[src/rtl/rdpath_pkg.sv]
package rdpath_pkg;

  // Strobes passed from the control decoder to the output datapath
  typedef struct packed {
    logic readNow;     // a read access is sampled this cycle
    logic readDone;    // a read access ended (enable released)
    logic writeStart;  // busy rose this cycle
    logic showStatus;  // programming cycle in progress
  } rdStrobes_t;

endpackage

[src/rtl/rdpath_ctrl.sv]
module rdpath_ctrl
  import rdpath_pkg::*;
(
  input  logic       clk,
  input  logic       rstN,
  input  logic       ceN,
  input  logic       oeN,
  input  logic       weN,
  input  logic       busy,
  output rdStrobes_t strb
);

  logic readActive;
  logic readQ;
  logic busyQ;

  assign readActive = !ceN && !oeN && weN;

  always_ff @(posedge clk or negedge rstN) begin
    if (!rstN) begin
      readQ <= 1'b0;
      busyQ <= 1'b0;
    end else begin
      readQ <= readActive;
      busyQ <= busy;
    end
  end

  always_comb begin
    strb            = '0;
    strb.readNow    = readActive;
    // an access completes when either enable goes high after a read
    strb.readDone   = readQ && (ceN || oeN);
    strb.writeStart = busy && !busyQ;
    strb.showStatus = busy;
  end

endmodule

[src/rtl/rdpath_data.sv]
module rdpath_data
  import rdpath_pkg::*;
#(
  parameter int DATA_W     = 8,
  parameter int POLL_BIT   = 7,
  parameter int TOGGLE_BIT = 6
)(
  input  logic              clk,
  input  logic              rstN,
  input  rdStrobes_t        strb,
  input  logic [DATA_W-1:0] arrayData,
  input  logic [DATA_W-1:0] lastData,
  output logic [DATA_W-1:0] dataOut,
  output logic              driveEn
);

  localparam logic [DATA_W-1:0] ZERO_BYTE = '0;

  logic              toggleQ;
  logic [DATA_W-1:0] statusByte;
  logic [DATA_W-1:0] nextByte;

  always_ff @(posedge clk or negedge rstN) begin
    if (!rstN) begin
      toggleQ <= 1'b0;
    end else if (strb.writeStart) begin
      toggleQ <= 1'b0;
    end else if (strb.readDone) begin
      toggleQ <= ~toggleQ;
    end
  end

  for (genvar i = 0; i < DATA_W; i++) begin : g_status
    if (i == POLL_BIT) begin : g_poll
      assign statusByte[i] = ~lastData[i];
    end else if (i == TOGGLE_BIT) begin : g_tog
      assign statusByte[i] = toggleQ;
    end else begin : g_echo
      assign statusByte[i] = lastData[i];
    end
  end

  always_comb begin
    nextByte = ZERO_BYTE;
    if (strb.readNow) begin
      nextByte = strb.showStatus ? statusByte : arrayData;
    end
  end

  always_ff @(posedge clk or negedge rstN) begin
    if (!rstN) begin
      dataOut <= ZERO_BYTE;
      driveEn <= 1'b0;
    end else begin
      dataOut <= nextByte;
      driveEn <= strb.readNow;
    end
  end


  read_drive_chk: assert property (@(posedge clk) disable iff (!rstN)
    strb.readNow |=> driveEn);


  release_chk: assert property (@(posedge clk) disable iff (!rstN)
    !strb.readNow |=> (!driveEn && dataOut == ZERO_BYTE));


  poll_bit_chk: assert property (@(posedge clk) disable iff (!rstN)
    (strb.readNow && strb.showStatus) |=>
      dataOut[POLL_BIT] == !$past(lastData[POLL_BIT]));


  toggle_clear_chk: assert property (@(posedge clk) disable iff (!rstN)
    strb.writeStart |=> !toggleQ);


  true_data_chk: assert property (@(posedge clk) disable iff (!rstN)
    (strb.readNow && !strb.showStatus) |=> dataOut == $past(arrayData));

endmodule

[src/rtl/wrpoll_read_mux.sv]
module wrpoll_read_mux
  import rdpath_pkg::*;
#(
  parameter int DATA_W     = 8,
  parameter int POLL_BIT   = 7,
  parameter int TOGGLE_BIT = 6
)(
  input  logic              clk,
  input  logic              rstN,
  input  logic              ceN,
  input  logic              oeN,
  input  logic              weN,
  input  logic              busy,
  input  logic [DATA_W-1:0] arrayData,
  input  logic [DATA_W-1:0] lastData,
  output logic [DATA_W-1:0] dataOut,
  output logic              driveEn
);

  rdStrobes_t strb;

  rdpath_ctrl u_ctrl (
    .clk  (clk),
    .rstN (rstN),
    .ceN  (ceN),
    .oeN  (oeN),
    .weN  (weN),
    .busy (busy),
    .strb (strb)
  );

  rdpath_data #(
    .DATA_W     (DATA_W),
    .POLL_BIT   (POLL_BIT),
    .TOGGLE_BIT (TOGGLE_BIT)
  ) u_data (
    .clk       (clk),
    .rstN      (rstN),
    .strb      (strb),
    .arrayData (arrayData),
    .lastData  (lastData),
    .dataOut   (dataOut),
    .driveEn   (driveEn)
  );

endmodule

[config.mk]
export PLATFORM = sky130hd
export DESIGN_NAME = wrpoll_read_mux
export DESIGN_NICKNAME = d
export VERILOG_FILES = /design/src/rtl/rdpath_pkg.sv /design/src/rtl/rdpath_ctrl.sv /design/src/rtl/rdpath_data.sv /design/src/rtl/wrpoll_read_mux.sv
export SDC_FILE = /design/constraint.sdc
export NUM_CORES = 1
export LEC_CHECK = 0
export BUFFER_PORTS_ARGS = -buffer_cell sky130_fd_sc_hd__buf_2
export CORE_AREA = 2 2 39 41
export DETAILED_ROUTE_END_ITERATION = 7
export DIE_AREA = 0 0 41 43
export PLACE_DENSITY = 0.66
export SLEW_MARGIN = 20
export SYNTH_ARGS = -nofsm -noshare
export SYNTH_HDL_FRONTEND = slang
export SYNTH_SLANG_ARGS = --single-unit
[constraint.sdc]
create_clock -name clk -period 0.98 [get_ports clk]
set_clock_uncertainty 0.15 [all_clocks]
set_input_delay 0.196 -clock clk [delete_from_list [all_inputs] [get_ports clk]]
set_output_delay 0.196 -clock clk [all_outputs]
set_load 0.03 [all_outputs]
Yosys cells after proc, flatten, opt, wreduce, memory -nomap -nowiden. Cells that the tools add are included.

Register bits after elaboration: 11. Input port bits: 22. Word-level logic and storage cells: 19.

Muxes and demuxes: 4. Bitwise gates (word level): 2. Reductions and logical operators: 9.

Operator list (number): two-way mux 8 bit (2); logical AND 1 bit (4); zero test 1 bit (3); two-way mux 1 bit (2); inverter 1 bit (2); nonzero test 2 bit (1); logical OR 1 bit (1).

Logic depth before layout (Yosys ltp).
Word-level depth: 4. Depth in mapped cells: 3. Gate-level depth less buffers: 3.

Modules after synthesis. Synthesis repeated with hierarchy kept, for this count alone.

Cell total of the unflattened synthesis: 36. Area, all modules: 493.0 µm².

Modules (own cells, without submodules): rdpath_data (instances 1, cells each 29, area an instance 401.6 µm², seq. area each 250.2 µm²); rdpath_ctrl (instances 1, cells each 7, area an instance 91.3 µm², seq. area each 50.0 µm²).

Least setup slack after synthesis. No wires, ideal clock.

Path kind: reg-to-reg. Start point: reg, netlist name u_data.driveEn. End point: reg u_data.toggleQ. Setup time: 0.077 ns. Arrival: 0.896 ns. Required time: 0.753 ns. Slack: -0.144 ns. Cell stages (with the launch flop): 4. Path buffers: 0. Period minus slack after synthesis: 1.124 ns. Path through: dfrtp_1 -> o21ai_0 -> xor2_1 -> a21oi_1.

RTL lines: end signal: assignment (RTL line rdpath_data.sv:29) `toggleQ <= ~toggleQ;`; end: declaration (RTL line rdpath_data.sv:19) `logic toggleQ;`.

Worst setup path after layout.
Start point: reg u_data.driveEn. End point: out driveEn.

RTL lines: start: declaration (RTL line rdpath_data.sv:14) `output logic driveEn`; start signal: assignment (RTL line rdpath_data.sv:56) `driveEn <= strb.readNow;`; end: declaration (RTL line wrpoll_read_mux.sv:17) `output logic driveEn`.

No word-level cell between the ends.

==> metrics.yaml <==
clocking:
  cts_tree: "done"
  cts_num_sinks: 11
  cts_root_buf: "clkbuf_4"
  ctsHoldBuffers: 1
  clk_latency_ps: 260
  clk_pin_slew_ps: 70
  clk_path_buf_depth: 2
  h-tree-depth: 1
  cts_buffers: 3
power_and_ir_drop:
  internal_power_mw: 0.711
  leakage_nw: 0.389
  powerDensity_nw_per_um2: 1330
  ir_worst_vdd_mv: 0.569
  p_comb_frac: 0.168
  p_seq_frac: 0.517
  p_clk_frac: 0.315
  swShare: 0.240
  switchingPower_mw: 0.224
  power.total_mw: 0.935
yosys:
  synth_edf_count: 0
  ys_seq_area_frac: 0.634
  synth_area_leader_cell: "dfrtp_1"
  synth_ff_type: "dfrtp_1"
  synthArstFlopShare: 1.00
  synthCells: 35
  synthesis.nets: 57
  synth.area.top_cells: "dfrtp_1 63%, mux2i_1 16%, nor2_1 6.9%"
  yosysTopAreaCellShare: 0.634
  syn_avg_cell_area_um2: 12.4
  post_synth_num_cell_types: 11
  yosys-top-cells-count: "11 x dfrtp_1, 8 x nor2_1, 7 x mux2i_1"
  synth_warnings: 0
  synth_most_common_cell: "dfrtp_1"
  ys_ff_latch: 11
  netlist_area_um2: 434
drt:
  dr.pass1.iters: 1
  drt_iter0_drc: 0
  wl_per_cell_um: 9.40
  via_count: 355
  routed_via_density: 4.13
  drc_errors: 0
  routed_wl_um: 808
  drtAntennaViolNets: 0
worst_setup_path:
  slowest_stage: "dfrtp_2"
  path_buf_inv: 1
  path_cells: "buf_6"
  critPathMaxStageDelay_ps: 410
  path_max_fanout: 2
  critical_path_class: "flop to output pin"
  critical_path_arrival_ps: 800
  crit_path_end_kind: "output pin"
  required_ps: 630
  crit_family: "flip-flops"
  reg2regPathDepth: 4
  r2r_slack_ps: -90
  worst_setup_path_start_kind: "flop"
  reg2reg_from: "u_data.driveEn$_DFF_PN0_"
  r2r_end: "u_data.toggleQ$_DFFE_PN0P_"
placement:
  post-dp-hpwl_um: 598
  post-place-ws_ps: -42.9
  gp_congestion: 0.576
  port_buffers: 29
grt:
  grt_pass1_vias: 340
  antenna_found_initial: 0
  grt_overflow: 0
  grt_max_degree: 12
  track_usage: 0.114
  grt_pass1_wl_mm: 1.29
run_status:
  violations: "negative hold slack, negative setup slack"
  status: "finished with violations"
die:
  dieHeight_um: 43
  initial_core_util: 0.314
  dieArea_um2: 1760
  std_cell_rows: 14
  core_area_um2: 1380
  ioPinCount: 31
  die_w_um: 41
final_layout:
  finish.utilization: 0.509
  layout-drive-gt1-share: 0.557
  diodes: 0
  fin_nets: 93
  syn_to_final_growth_pct: 62.2
timing:
  final.setup.tns_ps: -1340
  timing.fmax_ghz: 0.871
  finalWorstSetupSlack_ps: -168
  fin_crit_ps: 1150
  hold_viol_final: 1
  setup_viol: 10
  timing.hold.ws_ps: -40.2
  drv_slew: 0
  fin_crit_sh: 1.17
  tightest_slew_ps: 263
  rsz0062_at_grt: "yes"
  relSlewSlack: 0.825
hold_path:
  hold_end: "u_data.dataOut[7]$_DFF_PN0_"
  hold_path.class: "primary input to flop"
  hold_path_startpoint: "lastData[7]"
  whs_path_depth: 2
job:
  maxCapViolations: 0
## flip-flops by register name, indices dropped and copies added (netlist names)
name and cells:
u_data.dataOut 8, u_ctrl.busyQ 1, u_data.driveEn 1, u_data.toggleQ 1
## how the worst max path moves through the flow
stage	startpoint	endpoint	cells after the start
3_5_place_dp	busy	u_data.dataOut[4]$_DFF_PN0_	3
6_report	u_data.driveEn$_DFF_PN0_	driveEn	1
2_1_floorplan	u_data.driveEn$_DFF_PN0_	u_data.toggleQ$_DFFE_PN0P_	3
4_1_cts	u_data.driveEn$_DFF_PN0_	driveEn	1
5_1_grt	u_data.driveEn$_DFF_PN0_	driveEn	1
3_3_place_gp	oeN	u_data.dataOut[7]$_DFF_PN0_	4
## stage by stage
step,instance area (um^2),std cells
finish,704,86
global route,704,86
CTS,704,86
detailed placement,604,80
global placement,604,80
floorplan,439,35
## power by group through the flow
| stage | registers (mW) | logic, mW | clock network, mW |
|---|---|---|---|
| after detailed placement | 0.490 | 0.141 | 0 |
| after floorplan | 0.513 | 0.0494 | 0 |
| after CTS | 0.484 | 0.160 | 0.307 |
| final | 0.483 | 0.158 | 0.294 |
| after global placement | 0.489 | 0.139 | 0 |
| after global routing | 0.485 | 0.176 | 0.342 |
## routing by layer
metal,part of all wire,global-route usage,vias to the layer above
met5,0,0,-
met4,0.017,0.100,0
met3,0.10,0.0314,2
met2,0.51,0.163,22
met1,0.37,0.130,147
li1,-,-,184
## cell usage in the layout, fill, tap and decap left out, types with 2 or more instances in the layout
cell type	instances
clkbuf_4	3
mux2i_1	7
nor2_1	8
buf_2	20
inv_1	2
buf_6	9
dfrtp_1	10
buf_4	2
## logic make-up (layout without fill, tap and decap cells)
group | Yosys count | count (layout) | share of synthesized area
AO/OA/AOI/OAI | 3 | 3 | 0.0518
XOR/XNOR | 1 | 1 | 0.0202
buffers and inverters | 3 | 38 | 0.0346
flip-flops | 11 | 11 | 0.634
multiplexers | 7 | 7 | 0.161
AND/OR/NAND/NOR | 10 | 10 | 0.0980
## timing repair
item,CTS,global route
setup buffers,1,0
endpoints found under the hold margin,12,1
setup endpoints to repair,9,10
resized for setup,18,0
## cell type report
class / count / area (um^2)
multi-input combinational: 21 / 148
inverter: 2 / 7.51
clock buffer: 4 / 26.3
timing repair buffer: 32 / 226
sequential: 11 / 277
fill: 127 / 679
tap: 16 / 20.0
Note: power is estimated with default switching activity, not from simulation.
